[config.mk]
export PLATFORM = sky130hd
export DESIGN_NAME = freq_gate_ctrl
export DESIGN_NICKNAME = d
export VERILOG_FILES = /design/src/rtl/fgc_pkg.sv /design/src/rtl/fgc_timebase.sv /design/src/rtl/fgc_insync.sv /design/src/rtl/fgc_gate_fsm.sv /design/src/rtl/fgc_event_counter.sv /design/src/rtl/freq_gate_ctrl.sv
export SDC_FILE = /design/constraint.sdc
export NUM_CORES = 1
export LEC_CHECK = 0
export BUFFER_PORTS_ARGS = -buffer_cell sky130_fd_sc_hd__buf_2
export CORE_ASPECT_RATIO = 1.75
export CORE_UTILIZATION = 56
export CTS_BUF_LIST = sky130_fd_sc_hd__clkbuf_16
export CTS_CLUSTER_SIZE = 25
export DETAILED_ROUTE_END_ITERATION = 8
export PLACE_DENSITY = 0.86
export SLEW_MARGIN = 10
export SYNTH_ARGS = -nofsm -noshare
export SYNTH_HDL_FRONTEND = slang
export SYNTH_SLANG_ARGS = --single-unit
[constraint.sdc]
create_clock -name clk -period 2.5 [get_ports clk]
set_input_delay 0.25 -clock clk [delete_from_list [all_inputs] [get_ports clk]]
set_output_delay 0.25 -clock clk [all_outputs]
set_load 0.005 [all_outputs]
[src/rtl/fgc_pkg.sv]
// Package: shared state type and the request clamp for the gate controller.
package fgc_pkg;
    typedef enum logic [1:0] {
        GS_IDLE = 2'd0,
        GS_ARM  = 2'd1,
        GS_OPEN = 2'd2
    } gate_state_t;

    localparam int MIN_PERIODS = 2;
endpackage

[src/rtl/fgc_timebase.sv]
// Module: fgc_timebase
// Divides the reference clock by DIV and produces a one-cycle tick.
// Assumes DIV >= 2. The counter restarts from zero on reset, so the tick
// acts at every DIV-th edge after reset release.
module fgc_timebase #(
    parameter int DIV = 1600
) (
    input  logic clk,
    input  logic rst_n,
    output logic tick
);
    localparam int CNTW = (DIV > 2) ? $clog2(DIV) : 1;
    localparam logic [CNTW-1:0] LAST = CNTW'(DIV - 1);

    logic [CNTW-1:0] cnt;

    // Free-running modulo-DIV counter.
    always_ff @(posedge clk) begin
        if (!rst_n)          cnt <= '0;
        else if (cnt == LAST) cnt <= '0;
        else                 cnt <= cnt + CNTW'(1);
    end

    assign tick = (cnt == LAST);

    AST_TICK_SINGLE: assert property (@(posedge clk) disable iff (!rst_n)
        tick |=> !tick);
endmodule

[src/rtl/fgc_insync.sv]
// Module: fgc_insync
// Brings the asynchronous input into the clock domain with two flops. It
// flags a rising edge for one cycle, one register after the synchroniser.
// Assumes the input is slower than half the clock rate.
module fgc_insync (
    input  logic clk,
    input  logic rst_n,
    input  logic sig_in,
    output logic rise
);
    logic meta_q, sync_q, prev_q;

    // Two-flop synchroniser followed by a delay flop for edge detection.
    always_ff @(posedge clk) begin
        if (!rst_n) begin
            meta_q <= 1'b0;
            sync_q <= 1'b0;
            prev_q <= 1'b0;
        end else begin
            meta_q <= sig_in;
            sync_q <= meta_q;
            prev_q <= sync_q;
        end
    end

    assign rise = sync_q & ~prev_q;
endmodule

[src/rtl/fgc_gate_fsm.sv]
// Module: fgc_gate_fsm
// Sequences a measurement: it accepts a start, waits for a time-base tick,
// holds the gate open for the clamped number of periods and closes it on a
// tick. Assumes tick is a single-cycle pulse. A start while busy is dropped.
module fgc_gate_fsm
    import fgc_pkg::*;
#(
    parameter int PW = 16
) (
    input  logic          clk,
    input  logic          rst_n,
    input  logic          start,
    input  logic [PW-1:0] periods_req,
    input  logic          tick,
    output logic          accept,
    output logic          gate,
    output logic          busy,
    output logic          done,
    output logic [PW-1:0] period_count
);
    localparam logic [PW-1:0] MINP = PW'(MIN_PERIODS);

    gate_state_t   state;
    logic [PW-1:0] target;
    logic [PW-1:0] pcnt;
    logic [PW-1:0] pcnt_nxt;

    assign accept   = start && (state == GS_IDLE);
    assign pcnt_nxt = pcnt + PW'(1);

    // State, target, elapsed-period and done registers.
    always_ff @(posedge clk) begin
        if (!rst_n) begin
            state  <= GS_IDLE;
            target <= '0;
            pcnt   <= '0;
            done   <= 1'b0;
        end else begin
            case (state)
                GS_IDLE: if (start) begin
                    state  <= GS_ARM;
                    target <= (periods_req < MINP) ? MINP : periods_req;
                    pcnt   <= '0;
                    done   <= 1'b0;
                end
                GS_ARM: if (tick) state <= GS_OPEN;
                GS_OPEN: if (tick) begin
                    pcnt <= pcnt_nxt;
                    if (pcnt_nxt == target) begin
                        state <= GS_IDLE;
                        done  <= 1'b1;
                    end
                end
                default: state <= GS_IDLE;
            endcase
        end
    end

    assign gate         = (state == GS_OPEN);
    assign busy         = (state != GS_IDLE);
    assign period_count = pcnt;

    AST_OPEN_ON_TICK: assert property (@(posedge clk) disable iff (!rst_n)
        $rose(gate) |-> $past(tick));
    AST_CLOSE_ON_TICK: assert property (@(posedge clk) disable iff (!rst_n)
        $fell(gate) |-> ($past(tick) && done));
    AST_MIN_PERIODS: assert property (@(posedge clk) disable iff (!rst_n)
        $rose(done) |-> (period_count >= MINP));
    AST_DONE_HOLD: assert property (@(posedge clk) disable iff (!rst_n)
        (done && !start) |=> (done && $stable(period_count)));
endmodule

[src/rtl/fgc_event_counter.sv]
// Module: fgc_event_counter
// Counts rise pulses while the gate is open and saturates at all-ones
// with a sticky overflow flag. A clear (accepted start) resets both.
module fgc_event_counter #(
    parameter int CW = 32
) (
    input  logic          clk,
    input  logic          rst_n,
    input  logic          clr,
    input  logic          gate,
    input  logic          rise,
    output logic [CW-1:0] count,
    output logic          ovf
);
    // Gated saturating counter with sticky overflow.
    always_ff @(posedge clk) begin
        if (!rst_n || clr) begin
            count <= '0;
            ovf   <= 1'b0;
        end else if (gate && rise) begin
            if (&count) ovf <= 1'b1;
            else        count <= count + CW'(1);
        end
    end

    AST_COUNT_FROZEN: assert property (@(posedge clk) disable iff (!rst_n)
        (!gate && !clr) |=> $stable(count));
    AST_OVF_STICKY: assert property (@(posedge clk) disable iff (!rst_n)
        (ovf && !clr) |=> (ovf && (&count)));
endmodule

[src/rtl/freq_gate_ctrl.sv]
// Module: freq_gate_ctrl (top)
// Frequency counter gate controller. The time base is the reference clock
// divided by DIV. The counting window spans a whole number of time-base
// periods and opens and closes on ticks. Assumes clk is the reference clock
// and sig_in is asynchronous.
module freq_gate_ctrl #(
    parameter int DIV = 1600,
    parameter int PW  = 16,
    parameter int CW  = 32
) (
    input  logic          clk,
    input  logic          rst_n,
    input  logic          sig_in,
    input  logic          start,
    input  logic [PW-1:0] periods_req,
    output logic          busy,
    output logic          done,
    output logic [CW-1:0] event_count,
    output logic [PW-1:0] period_count,
    output logic          overflow
);
    logic tick, rise, accept, gate;

    fgc_timebase #(.DIV(DIV)) u_tb (
        .clk(clk), .rst_n(rst_n), .tick(tick)
    );

    fgc_insync u_sync (
        .clk(clk), .rst_n(rst_n), .sig_in(sig_in), .rise(rise)
    );

    fgc_gate_fsm #(.PW(PW)) u_fsm (
        .clk(clk), .rst_n(rst_n), .start(start), .periods_req(periods_req),
        .tick(tick), .accept(accept), .gate(gate), .busy(busy),
        .done(done), .period_count(period_count)
    );

    fgc_event_counter #(.CW(CW)) u_cnt (
        .clk(clk), .rst_n(rst_n), .clr(accept), .gate(gate), .rise(rise),
        .count(event_count), .ovf(overflow)
    );

    AST_DONE_NOT_BUSY: assert property (@(posedge clk) disable iff (!rst_n)
        done |-> !busy);
endmodule

Word level (Yosys, flattened, before mapping). Index checks and enable logic that the tools add are counted.

Reductions and logical operators: 15. Eq/ne operators: 8. Muxes and demuxes: 13. Add/sub/neg operators: 3. Bitwise operators: 4. Magnitude comparators: 1.

Operators with widths (number): two-way mux 16 bit (3); AND reduction 33 bit (1); adder 32 x 1 -> 32 bit (second input constant) (1); one-hot mux 16 bit (2 select lines) (1); AND reduction 32 bit (1); adder 16 x 1 -> 16 bit (second input constant) (1); == test 16 bit (1); < comparator 16 x 2 -> 1 bit (second input constant) (1); adder 11 x 1 -> 11 bit (second input constant) (1); == test 11 bit (second input constant) (1); two-way mux 2 bit (4); inequality test 2 bit (second input constant) (4); AND reduction 4 bit (2); one-hot mux 2 bit (3 select lines) (1); AND reduction 2 bit (2); nonzero test 2 bit (2); two-way mux 1 bit (3); NOT 1 bit (3); AND reduction 3 bit (1); == test 2 x 1 -> 1 bit (second input constant) (1); == test 2 bit (second input constant) (1); logical AND 1 bit (2); logical NOT 2 bit (1); one-hot mux 1 bit (2 select lines) (1); other kinds (4) (4).

Bits in registers: 82. Logic and storage cells: 54.

Logic depth before layout (Yosys ltp). Gate-level depths: netlist of run 1.

Depth after elaboration: 5. Depth in mapped cells: 9. Mapped depth without buffers: 7.

Cells and area by module. Synthesis of run 1 repeated with hierarchy kept, for this count alone.

Cells, all modules: 504. Area total of the unflattened synthesis: 4399.2 µm².

By module, submodules not included: fgc_gate_fsm (area each 2015.7 µm², instances 1, seq. area each 700.7 µm², cells an instance 236); fgc_event_counter (area each 1760.4 µm², instances 1, seq. area each 660.6 µm², cells an instance 204); fgc_timebase (area each 530.5 µm², instances 1, seq. area each 220.2 µm², cells an instance 57); fgc_insync (area each 92.6 µm², instances 1, seq. area each 60.1 µm², cells an instance 7).

Least setup slack after synthesis of run 1. Ideal clock, no wire load.

Kind: register -> register. Start: reg u_tb.cnt[0]. End: reg u_fsm.pcnt[14], in the netlist u_fsm.period_count[14]. Data arrival time: 1.981 ns. Setup time: 0.070 ns. Buffers on the path: 1. Setup slack: 0.449 ns. Required time: 2.430 ns. Clock period less this slack: 2.051 ns. Stages on the path, launching flop included: 9. Path through: dfxtp_1 > ha_1 > and4_1 > nand4_4 > nand2b_4 > and2_4 > buf_6 > or4_1 > a21oi_1.

Longest elaborated chain between the ends: 3.

Ends and longest elaborated chain: start, declared (line fgc_timebase.sv:15) `logic [CNTW-1:0] cnt;`; start signal, assigned (line fgc_timebase.sv:21) `else cnt <= cnt + CNTW'(1);`; == test 11 bit (line fgc_timebase.sv:24) `assign tick = (cnt == LAST);`; inequality test 2 bit (no source line); AND reduction 3 bit (no source line); end signal, assigned (line fgc_gate_fsm.sv:48) `pcnt <= pcnt_nxt;`; end, declared (line fgc_gate_fsm.sv:25) `logic [PW-1:0] pcnt;`.

No other way between the ends. A chain may end at the register's enable or synchronous reset.

Worst setup path after layout of run 1.
Start: reg u_fsm.pcnt[1], in the netlist u_fsm.period_count[1]. End: reg u_fsm.state[1].

Longest elaborated chain between the ends: 4.

Ends and longest elaborated chain: adder 16 x 1 -> 16 bit (line fgc_gate_fsm.sv:29) `assign pcnt_nxt = pcnt + PW'(1);`; == test 16 bit (line fgc_gate_fsm.sv:49) `if (pcnt_nxt == target) begin`; inequality test 2 bit (no source line); AND reduction 4 bit (no source line); end signal, assigned (line fgc_gate_fsm.sv:34) `state <= GS_IDLE;`; end signal, assigned (line fgc_gate_fsm.sv:50) `state <= GS_IDLE;`; end signal, assigned (line fgc_gate_fsm.sv:54) `default: state <= GS_IDLE;`; end, declared (line fgc_gate_fsm.sv:23) `gate_state_t state;`.

No other way between the ends.

==> run summary, run 1 <==
Critical path
• **cell breakdown of the critical path** ha_2 -> nand4_1 -> or4_1 -> a21oi_1 -> nor3_1 -> and4bb_1 -> o31ai_1
• **kind of start point of the critical path** flop
• **type of the worst setup path** reg -> reg
• **cell family with most CP delay** simple AND/OR/NAND/NOR gates
• **Crit path buffers/inverters** 0
• **Max stage delay on crit path** 0.51 ns
• **critical path required time** 2.73 ns
• **worst endpoint data arrival time** 2.54 ns
• **endpoint type of the worst setup path** flop
• **slowest stage cell, crit path** sky130_fd_sc_hd__dfxtp_1
• **largest fanout on the critical path** 9

Power
• **maximum resistive drop on vdd** 397 uV
• **Power Dens Cells** 557 nW/um2
• **net load switching power** 687 uW
• **fraction of power consumed by combinational cells** 0.054
• **clock network power share** 0.457
• **part of the power in registers** 0.489
• **leakage power figure** 1.97 nW
• **fraction of power spent switching nets** 0.248
• **design internal power** 2.08 mW

Logic synthesis
• **most instantiated flip-flop cell in the synthesis netlist** sky130_fd_sc_hd__dfxtp_1
• **sequential element share of the synthesized area** 0.390
• **top cell types by occurrence after synthesis** sky130_fd_sc_hd__dfxtp_1 (82), sky130_fd_sc_hd__nor2_1 (59), sky130_fd_sc_hd__nand2_1 (51)
• **synth warn** 0
• **Cell variety after synth** 57
• **cell taking the most area after synthesis** sky130_fd_sc_hd__dfxtp_1
• **fraction of the mapped netlist area in simple logic gates** 0.333
• **main area contributors after synthesis** sky130_fd_sc_hd__dfxtp_1 (39%), sky130_fd_sc_hd__xor2_1 (6.9%), sky130_fd_sc_hd__nor2_1 (5.3%), sky130_fd_sc_hd__nand2_1 (4.6%), sky130_fd_sc_hd__xnor2_1 (4.0%)
• **compound-cell area share of the yosys netlist** 0.120
• **largest family of logic cells by synthesized area** simple AND/OR/NAND/NOR gates
• **number of enable flip-flop cells after synthesis** 0
• **FFs w/ async S/R, synth** 0
• **number of nets in the synthesized netlist** 535
• **Post-Synth Adder-Cell Area** 0.00892
• **synthesized netlist cell count** 512
• **synthesis-stage register bit count** 82
• **multiplexer fraction of the synthesized cell area** 0.00238
• **xor and xnor fraction of the mapped netlist area** 0.108
• **portion of synthesized cell area occupied by the leading cell type** 0.390
• **most frequent cell after synthesis** sky130_fd_sc_hd__dfxtp_1
• **synthesized area divided by synthesized cell count** 8.22 um2
• **cell area after synthesis** 4210 um2

Floorplan
• **die outline area** 7880 um2
• **row cnt** 41
• **die width** 67.5 um
• **I/O pin cnt** 71
• **Vert. Die Dim** 117 um
• **starting density of the core** 0.582
• **area of the core** 7230 um2

Layout
• **layout net count** 608
• **Final Instance Count excl. Fillers** 676
• **number of diodes added for antenna fixing** 0
• **post-route cell area** 4970 um2
• **P&R area growth vs syn** 18.3%
• **fraction of layout instances using a drive strength above 1** 0.197

Clock network
• **TritonCTS clock tree** done
• **CTS Hold Buffers Added** 0
• **Clock Tree Root** sky130_fd_sc_hd__clkbuf_16
• **maximum buffer depth of the clock tree** 2
• **CTS buffer count** 9
• **clock insertion delay at the later pin of the skew report** 0.35 ns
• **clock transition at the registers of the reported paths** 0.07 ns
• **number of sinks handled by clock tree synthesis** 82
• **CTS H-Tree Depth** 3

Routing
• **WL per Instance** 17.1 um
• **final routed DRC violation total** 0
• **via count** 4,216
• **number of nets with antenna violations after routing** 0
• **DRC marker count from the first detailed-route iteration** 274
• **TritonRoute pass-1 iters** 5
• **final WL** 11,600 um
• **vias per cell** 6.24

Placement
• **Placer Congestion** 0.934
• **port bufs** 70
• **Placed Area** 4690 um2
• **half-perimeter wire length after detailed placement** 8710 um
• **Setup Slack @ Placement** 0.192 ns
• **number of placed instances with taps included** 660

Global route
• **GRT Residual Overflow** 0
• **Total GRT Usage** 0.317
• **initial antenna violation count** 0
• **vias in the first global route** 3,996
• **first-pass GRT wire length** 18,500 um
• **largest net degree at the start of global routing** 34

STA
• **max-slew headroom at the worst pin** 0.580
• **Max Slew Vio Count** 0
• **period utilization** 0.926
• **Tightest Pin Transition** 0.624 ns
• **Peak Freq** 432 MHz
• **Setup-failing EPs final** 0
• **min Tclk post-route** 2.32 ns
• **Max Clock Skew** 0.00611 ns
• **number of hold-slack violations in the final timing report** 0
• **RSZ-0062 raised after global routing** false
• **Hold WS** 0.114 ns
• **Setup Total Neg Slack** 0 ns
• **least setup slack across all paths after layout** 0.185 ns

Outcome
• **result of the run** finished clean

Min path
• **worst min-delay path category** in -> reg

Flow run
• **Max Cap Violations** 0

## logic make-up (layout without fill, tap and decap cells)
| kind of cell | Yosys count | in the layout |
|---|---|---|
| AOI/OAI and AO/OA | 82 | 82 |
| xor gates and xnor gates | 52 | 52 |
| adders and majority gates | 3 | 3 |
| buffers and inverters | 34 | 112 |
| DFF | 82 | 82 |
| muxes | 1 | 1 |
| and+or+nand+nor | 258 | 258 |
## path summary, 6_finish.rpt
check / startpoint / to / slack [ns] / depth (start not counted)
worst max-delay path: u_fsm.period_count[1] / u_fsm.state[1] / 0.18 / 7
worst min-delay path: periods_req[0] / u_fsm.target[0] / 0.11 / 2
worst max register to register: u_fsm.period_count[1] / u_fsm.state[1] / 0.18 / 7
worst min register to register: u_sync.meta_q / u_sync.sync_q / 0.44 / 1
## registers in the layout, indices dropped and copies added (netlist names)
signal,cells
u_cnt.count,32
u_cnt.ovf,1
u_fsm.done,1
u_fsm.period_count,16
u_fsm.state,2
u_fsm.target,16
u_sync.meta_q,1
u_sync.prev_q,1
u_sync.sync_q,1
u_tb.cnt,11
## layout by cell type, fill, tap and decap left out, types with 14 or more instances in the layout
master                     n
sky130_fd_sc_hd__nand2_1  51
sky130_fd_sc_hd__buf_4    17
sky130_fd_sc_hd__dfxtp_1  81
sky130_fd_sc_hd__nor4_1   14
sky130_fd_sc_hd__o21ai_0  21
sky130_fd_sc_hd__a21oi_1  30
sky130_fd_sc_hd__xnor2_1  19
sky130_fd_sc_hd__xor2_1   33
sky130_fd_sc_hd__nand4_1  22
sky130_fd_sc_hd__nor2_1   59
sky130_fd_sc_hd__buf_2    70
sky130_fd_sc_hd__nor3_1   15
sky130_fd_sc_hd__nand3_1  29
## power by group through the flow
stage                     Clock [mW]  Combinational, mW  Sequential [mW]
after global placement             0              0.144             1.38
after global routing            1.33              0.164             1.36
final                           1.27              0.150             1.36
after floorplan                    0             0.0971             1.37
after detailed placement           0              0.148             1.38
after CTS                       1.28              0.148             1.35
## metrics by stage
step,power [mW],util
3_3_place_gp,1.53,0.648
4_1_cts,2.78,0.687
5_1_grt,2.85,0.688
6_report,2.77,0.688
3_5_place_dp,1.53,0.648
2_1_floorplan,1.47,-
## metal layers
metal	GRT usage	up-vias	wire, um
li1	-	1981	-
met5	0	-	0
met3	0.0557	62	667
met4	0.247	0	779
met1	0.304	1984	3910
met2	0.571	189	6220
## final cells by class
cell class | instances | area [um2]
clock buffer | 9 | 225
fill | 584 | 2260
inverter | 8 | 30.0
tap | 86 | 108
clock inverter | 7 | 60.1
sequential | 82 | 1640
timing repair buffer | 88 | 498
multi-input combinational | 396 | 2410
## what timing repair did
action                                  4_1_cts  5_1_grt
endpoints found under the hold margin         0        0
resized for setup                             0        2
endpoints found under the setup margin        0        3
setup buffers                                 0        0
Power figures use the tool's default switching activity.
==> inputs of run 2 (changes only) <==
--- a/config.mk
+++ b/config.mk
@@ -5,9 +5,10 @@
 export SDC_FILE = /design/constraint.sdc
 export NUM_CORES = 1
 export LEC_CHECK = 0
+export ABC_AREA = 1
 export BUFFER_PORTS_ARGS = -buffer_cell sky130_fd_sc_hd__buf_2
 export CORE_ASPECT_RATIO = 1.75
-export CORE_UTILIZATION = 56
+export CORE_UTILIZATION = 57
 export CTS_BUF_LIST = sky130_fd_sc_hd__clkbuf_16
 export CTS_CLUSTER_SIZE = 25
 export DETAILED_ROUTE_END_ITERATION = 8
==> run 2 against run 1 <==
  * Die area up 5.5%
  * Via count up 17%
  * Core utilization down 0.30 points
  * Register-to-register slack better by 0.14 ns
  * Clock skew about the same
  * Combinational power rose to 2.6 times the previous value
  * Sequential cell count unchanged
  * Fmax up 6.5%
  * Worst hold slack worse by 0.023 ns
  * Final cell count up 26%
  * Routed wire length up 10%
  * Highest routed layer unchanged
==> run summary, run 2 <==
Outcome
• **result of the run** finished clean

Clock network
• **clock insertion delay at the later pin of the skew report** 0.35 ns, about the same
• **maximum buffer depth of the clock tree** 2, unchanged
• **Clock Tree Root** sky130_fd_sc_hd__clkbuf_16
• **CTS buffer count** 9, unchanged
• **CTS H-Tree Depth** 3, unchanged
• **CTS Hold Buffers Added** 0, unchanged
• **clock transition at the registers of the reported paths** 0.06 ns, about the same
• **TritonCTS clock tree** done
• **Resized cells post-CTS** 0, unchanged
• **postcts setup bufs** 0, unchanged
• **number of sinks handled by clock tree synthesis** 82, unchanged

Power
• **Power Dens Cells** 572 nW/um2, +2.7%
• **fraction of power spent switching nets** 0.278, +0.0303
• **maximum resistive drop on vdd** 515 uV, +30%
• **part of the power in registers** 0.472, -0.017
• **clock network power share** 0.397, -0.060
• **net load switching power** 830 uW, +21%
• **design internal power** 2.15 mW, +3.3%
• **fraction of power consumed by combinational cells** 0.131, +0.077
• **leakage power figure** 2.11 nW, +7.3%

Logic synthesis
• **number of enable flip-flop cells after synthesis** 0, unchanged
• **portion of synthesized cell area occupied by the leading cell type** 0.363, -0.0273
• **synth warn** 0, unchanged
• **synthesized area divided by synthesized cell count** 6.56 um2, -20%
• **most frequent cell after synthesis** sky130_fd_sc_hd__nand2_1
• **number of nets in the synthesized netlist** 712, +33%
• **main area contributors after synthesis** sky130_fd_sc_hd__dfxtp_1 (36%), sky130_fd_sc_hd__nand2_1 (17%), sky130_fd_sc_hd__nand3_1 (6.5%), sky130_fd_sc_hd__nor2_1 (6.1%), sky130_fd_sc_hd__inv_1 (5.1%)
• **synthesis-stage register bit count** 82, unchanged
• **Cell variety after synth** 40, -30%
• **top cell types by occurrence after synthesis** sky130_fd_sc_hd__nand2_1 (201), sky130_fd_sc_hd__dfxtp_1 (82), sky130_fd_sc_hd__nor2_1 (73)
• **most instantiated flip-flop cell in the synthesis netlist** sky130_fd_sc_hd__dfxtp_1
• **FFs w/ async S/R, synth** 0, unchanged
• **cell area after synthesis** 4520 um2, +7.5%
• **synthesized netlist cell count** 689, +35%
• **cell taking the most area after synthesis** sky130_fd_sc_hd__dfxtp_1
• **sequential element share of the synthesized area** 0.363, -0.0273

Routing
• **via count** 4,918, +17%
• **DRC marker count from the first detailed-route iteration** 448, +64%
• **number of nets with antenna violations after routing** 0, unchanged
• **TritonRoute pass-1 iters** 5, unchanged
• **WL per Instance** 15.0 um, -13%
• **vias per cell** 5.77, -7.4%
• **final WL** 12,800 um, +10%
• **final routed DRC violation total** 0, unchanged

Floorplan
• **starting density of the core** 0.594, +0.0120
• **die outline area** 8310 um2, +5.5%
• **Vert. Die Dim** 120 um, +2.7%
• **area of the core** 7620 um2, +5.3%
• **die width** 69.3 um, +2.7%
• **I/O pin cnt** 71, unchanged
• **row cnt** 42, +2.4%

STA
• **Max Clock Skew** 0.00651 ns, +0.000397 ns
• **Setup Total Neg Slack** 0 ns, unchanged
• **RSZ-0062 raised after global routing** false
• **least setup slack across all paths after layout** 0.325 ns, +0.141 ns
• **min Tclk post-route** 2.17 ns, -0.141 ns
• **Hold WS** 0.0907 ns, -0.0235 ns
• **Peak Freq** 460 MHz, +6.5%
• **Tightest Pin Transition** 0.525 ns, -0.0995 ns
• **period utilization** 0.870, -0.0562
• **Max Slew Vio Count** 0, unchanged
• **max-slew headroom at the worst pin** 0.647, +0.0669
• **Setup-failing EPs final** 0, unchanged
• **number of hold-slack violations in the final timing report** 0, unchanged

Layout
• **fraction of layout instances using a drive strength above 1** 0.148, -0.0487
• **layout net count** 782, +29%
• **Largest register FFs** 32, unchanged
• **P&R area growth vs syn** 15.4%
• **post-route cell area** 5220 um2, +4.9%
• **number of diodes added for antenna fixing** 0, unchanged
• **post-route core utilization** 0.685, -0.00304
• **commonest cells after routing, fill and taps aside** sky130_fd_sc_hd__nand2_1 (201), sky130_fd_sc_hd__dfxtp_1 (82), sky130_fd_sc_hd__nor2_1 (73)
• **top register by number of flip-flops** u_cnt.count
• **most common cell after layout, fill and taps aside** sky130_fd_sc_hd__nand2_1
• **number of fill cells in the layout** 646, +11%

Global route
• **initial antenna violation count** 0, unchanged
• **GRT Residual Overflow** 0, unchanged
• **Total GRT Usage** 0.320, +0.00273
• **largest net degree at the start of global routing** 31, -8.8%
• **vias in the first global route** 4,740, +19%
• **first-pass GRT wire length** 21,000 um, +14%

Placement
• **half-perimeter wire length after detailed placement** 9590 um, +10%
• **Placer Congestion** 1.05, +12%
• **Placed Area** 4950 um2, +5.7%
• **port bufs** 70, unchanged
• **Setup Slack @ Placement** 0.371 ns, +0.179 ns

Critical path
• **Crit Reg-Reg Startpoint** u_cnt.count[0]
• **type of the worst setup path** reg -> reg
• **Register-to-Register Path Depth** 12, +5
• **endpoint type of the worst setup path** flop
• **internal reg-to-reg setup slack** 0.33 ns, +0.14 ns
• **kind of start point of the critical path** flop
• **largest fanout on the critical path** 25, +16
• **worst endpoint data arrival time** 2.46 ns, -0.08 ns
• **critical path required time** 2.79 ns, +0.06 ns
• **capture instance of the worst register-to-register path** u_cnt.count[8]

Min path
• **hold worst-path end** u_sync.meta_q
• **worst min-delay path category** in -> reg
• **worst hold path startpoint** sig_in
• **Cells on Worst Hold Path** 3, +1

Flow run
• **Max Cap Violations** 0, unchanged

[run 2: worst max path at each step]
stage	from	end	depth (start not counted)
floorplan	u_fsm.period_count[0]	u_fsm.state[1]	14
global placement	u_cnt.count[0]	u_cnt.count[8]	12
detailed placement	u_cnt.count[0]	u_cnt.count[8]	12
CTS	u_cnt.count[0]	u_cnt.count[8]	12
global route	u_cnt.count[0]	u_cnt.count[8]	12
finish	u_cnt.count[0]	u_cnt.count[8]	12
[run 2: layout make-up]
class	instances	area (um2)	area share
multi-input cells	522	2540	0.487
flip-flops and latches	82	1640	0.315
repair buffers	76	408	0.0782
inverters	68	255	0.0489
clock buffers	9	225	0.0432
well taps	88	110	0.0211
clock inverters	7	37.5	0.00719
[run 2: metrics by stage]
| step | total power [mW] | instances |
|---|---|---|
| after floorplan | 1.69 | 689 |
| after global placement | 1.81 | 836 |
| after detailed placement | 1.82 | 836 |
| after CTS | 2.99 | 852 |
| final | 2.98 | 852 |
| after global routing | 3.10 | 852 |
[run 2: per-layer routing]
metal	vias to the layer above	part of all wire	global-route usage	wire length [um]
li1	2399	-	-	-
met4	0	0.052	0.228	670
met5	-	0	0	0
met3	60	0.052	0.0722	661
met1	2251	0.36	0.305	4590
met2	208	0.54	0.588	6840
[run 2: worst max-delay path, stage by stage, from the launching register on]
cell and delay (ns):
sky130_fd_sc_hd__dfxtp_1 0.37, sky130_fd_sc_hd__ha_1 0.28, sky130_fd_sc_hd__nand3_1 0.10, sky130_fd_sc_hd__inv_1 0.05
sky130_fd_sc_hd__nand2_1 0.10, sky130_fd_sc_hd__nor2_1 0.05, sky130_fd_sc_hd__nand2_1 0.07, sky130_fd_sc_hd__nand2_2 0.16
sky130_fd_sc_hd__inv_2 0.37, sky130_fd_sc_hd__nand3_1 0.21, sky130_fd_sc_hd__o21ai_0 0.19, sky130_fd_sc_hd__nand2_1 0.07
sky130_fd_sc_hd__nor2_1 0.08
[run 2: cell families (layout without fill, tap and decap cells)]
| family | after synthesis | after routing | share of synthesized area |
|---|---|---|---|
| AO/OA/AOI/OAI | 91 | 91 | 0.108 |
| XOR/XNOR | 25 | 25 | 0.0515 |
| adder cells (fa/ha/maj) | 3 | 3 | 0.00830 |
| buffers and inverters | 85 | 160 | 0.0755 |
| flip-flops | 82 | 82 | 0.363 |
| AND/OR/NAND/NOR | 403 | 403 | 0.394 |
[run 2: power groups by stage]
| stage | clock [mW] | combinational, mW | sequential, mW |
|---|---|---|---|
| floorplan | 0 | 0.260 | 1.42 |
| global placement | 0 | 0.376 | 1.43 |
| detailed placement | 0 | 0.384 | 1.43 |
| CTS | 1.20 | 0.387 | 1.41 |
| global route | 1.25 | 0.440 | 1.41 |
| finish | 1.18 | 0.392 | 1.41 |
==> inputs of run 3 (changes only) <==
--- a/config.mk
+++ b/config.mk
@@ -8,11 +8,11 @@
 export ABC_AREA = 1
 export BUFFER_PORTS_ARGS = -buffer_cell sky130_fd_sc_hd__buf_2
 export CORE_ASPECT_RATIO = 1.75
-export CORE_UTILIZATION = 57
+export CORE_UTILIZATION = 52
 export CTS_BUF_LIST = sky130_fd_sc_hd__clkbuf_16
 export CTS_CLUSTER_SIZE = 25
 export DETAILED_ROUTE_END_ITERATION = 8
-export PLACE_DENSITY = 0.86
+export PLACE_DENSITY = 0.83
 export SLEW_MARGIN = 10
 export SYNTH_ARGS = -nofsm -noshare
 export SYNTH_HDL_FRONTEND = slang
==> constraint.sdc (replaced) <==
create_clock -name clk -period 1.8 [get_ports clk]
set_input_delay 0.18 -clock clk [delete_from_list [all_inputs] [get_ports clk]]
set_output_delay 0.18 -clock clk [all_outputs]
set_load 0.005 [all_outputs]
==> run 3 against run 2 <==
  * The flow now finishes with violations (negative setup slack)
  * Power grew 47%
  * Critical path type unchanged
  * Sequential share of layout area fell by 3.5 points
  * Sequential power grew 40%
  * Register-to-register slack got worse by 0.39 ns
  * Worst setup slack got worse by 0.39 ns
  * First-iteration DRC count decreased by 26%
  * Non-clock buffer count is 57 higher
==> run summary, run 3 (synthesis gave the netlist of run 2 again) <==
Outcome
• **result of the run** complete, but fails checks
• **violated checks** negative setup slack

Floorplan
• **I/O pin cnt** 71, unchanged
• **die outline area** 9090 um2, +9.4%
• **starting density of the core** 0.541, -0.0531
• **row cnt** 44, +4.8%
• **area of the core** 8370 um2, +9.8%
• **Vert. Die Dim** 125 um, +4.6%
• **die width** 72.5 um, +4.6%

Clock network
• **number of sinks handled by clock tree synthesis** 82, unchanged
• **CTS Hold Buffers Added** 0, unchanged
• **clock transition at the registers of the reported paths** 0.06 ns, about the same
• **Clock Tree Root** sky130_fd_sc_hd__clkbuf_16
• **maximum buffer depth of the clock tree** 2, unchanged
• **TritonCTS clock tree** done
• **CTS H-Tree Depth** 3, unchanged
• **clock insertion delay at the later pin of the skew report** 0.35 ns, about the same
• **CTS buffer count** 9, unchanged

STA
• **Tightest Pin Transition** 0.511 ns, -0.0136 ns
• **Peak Freq** 537 MHz, +17%
• **RSZ-0062 raised after global routing** true
• **min Tclk post-route** 1.86 ns, -0.312 ns
• **Hold WS** 0.0563 ns, -0.0344 ns
• **number of hold-slack violations in the final timing report** 0, unchanged
• **Max Clock Skew** 0.00752 ns, +0.00101 ns
• **period utilization** 1.04, +0.165
• **Setup-failing EPs final** 2, +2
• **least setup slack across all paths after layout** -0.0630 ns, -0.388 ns
• **max-slew headroom at the worst pin** 0.656, +0.00918
• **Max Slew Vio Count** 0, unchanged

Layout
• **number of fill cells in the layout** 687, +6.3%
• **layout net count** 839, +7.3%
• **commonest cells after routing, fill and taps aside** sky130_fd_sc_hd__nand2_1 (183), sky130_fd_sc_hd__buf_2 (70), sky130_fd_sc_hd__nor2_1 (63)
• **Largest register FFs** 32, unchanged
• **P&R area growth vs syn** 33.1%
• **most common cell after layout, fill and taps aside** sky130_fd_sc_hd__nand2_1
• **fraction of layout instances using a drive strength above 1** 0.300, +0.152
• **post-route cell area** 6020 um2, +15%
• **Final Instance Count excl. Fillers** 936, +9.9%
• **number of diodes added for antenna fixing** 0, unchanged
• **top register by number of flip-flops** u_cnt.count
• **post-route core utilization** 0.720, +0.0349

Global route
• **first-pass GRT wire length** 22,800 um, +8.5%
• **vias in the first global route** 5,130, +8.2%
• **GRT Residual Overflow** 0, unchanged
• **Total GRT Usage** 0.326, +0.00611
• **largest net degree at the start of global routing** 26, -16%
• **initial antenna violation count** 0, unchanged

Routing
• **TritonRoute pass-1 iters** 5, unchanged
• **DRC marker count from the first detailed-route iteration** 330, -26%
• **via count** 5,257, +6.9%
• **WL per Instance** 15.7 um, +4.8%
• **number of nets with antenna violations after routing** 0, unchanged
• **final routed DRC violation total** 0, unchanged
• **final WL** 14,700 um, +15%
• **vias per cell** 5.62, -2.7%

Critical path
• **worst endpoint data arrival time** 2.15 ns, -0.31 ns
• **Register-to-Register Path Depth** 10, -2
• **largest fanout on the critical path** 4, -84%
• **kind of start point of the critical path** flop
• **type of the worst setup path** reg -> reg
• **critical path required time** 2.09 ns, -0.70 ns
• **endpoint type of the worst setup path** flop

Min path
• **Cells on Worst Hold Path** 3, unchanged
• **worst min-delay path category** in -> reg

Placement
• **half-perimeter wire length after detailed placement** 10,600 um, +11%
• **Placed Area** 5290 um2, +6.8%
• **Setup Slack @ Placement** -0.136 ns, -0.507 ns
• **port bufs** 70, unchanged
• **Placer Congestion** 0.984, -6.3%
• **number of placed instances with taps included** 902, +7.9%

Power
• **fraction of power spent switching nets** 0.296, +0.0177
• **fraction of power consumed by combinational cells** 0.161, +0.030
• **leakage power figure** 2.52 nW, +19%
• **maximum resistive drop on vdd** 631 uV, +23%
• **clock network power share** 0.390, -0.007
• **part of the power in registers** 0.449, -0.023
• **net load switching power** 1.30 mW, +56%
• **Power Dens Cells** 728 nW/um2, +27%
• **design internal power** 3.09 mW, +43%

Flow run
• **Max Cap Violations** 0, unchanged

[run 3: what timing repair did]
action / CTS / global route
pin swaps: 4 / 31
setup buffers: 5 / 13
endpoints found under the setup margin: 10 / 47
gates resized for setup: 18 / 80
[run 3: stage by stage]
step / TNS (ns) / power (mW)
final: -0.112 / 4.39
after global routing: -0.416 / 4.53
after CTS: 0 / 4.30
after detailed placement: -0.349 / 2.58
after global placement: -0.0558 / 2.56
after floorplan: 0 / 2.34
[run 3: routing by layer]
metal	share of wire	track usage	up-vias	wire length [um]
met5	0	0	-	0
met2	0.54	0.594	270	7860
met1	0.34	0.316	2399	4960
met4	0.065	0.249	0	953
li1	-	-	2509	-
met3	0.062	0.0467	79	912
[run 3: worst paths after layout]
kind	from	end	slack [ns]
hold / removal	periods_req[12]	u_fsm.target[12]	0.06
setup / recovery	u_fsm.period_count[1]	u_fsm.done	-0.06
setup reg to reg	u_fsm.period_count[1]	u_fsm.done	-0.06
hold reg to reg	u_sync.meta_q	u_sync.sync_q	0.43
[run 3: layout make-up]
type	count	area (um2)	share of cell area
multi-input combinational	522	2780	0.462
sequential	82	1680	0.280
timing repair buffer	133	880	0.146
inverter	68	259	0.0430
clock buffer	9	225	0.0374
tap	115	144	0.0239
clock inverter	7	46.3	0.00769
[run 3: critical path: stages, from the launching register on]
cell,delay [ns]
sky130_fd_sc_hd__dfxtp_4,0.36
sky130_fd_sc_hd__ha_4,0.17
sky130_fd_sc_hd__buf_4,0.13
sky130_fd_sc_hd__xnor2_1,0.23
sky130_fd_sc_hd__xor2_1,0.25
sky130_fd_sc_hd__nand2_1,0.09
sky130_fd_sc_hd__nor2_1,0.12
sky130_fd_sc_hd__nand2_1,0.08
sky130_fd_sc_hd__nor2_1,0.11
sky130_fd_sc_hd__nand3_1,0.10
sky130_fd_sc_hd__a21oi_2,0.15
[run 3: power by group through the flow]
stage          logic, mW  registers (mW)  clock network [mW]
4_1_cts            0.625            1.96                1.72
5_1_grt            0.757            1.97                1.81
3_3_place_gp       0.576            1.99                   0
2_1_floorplan      0.361            1.98                   0
6_report           0.705            1.97                1.71
3_5_place_dp       0.593            1.99                   0
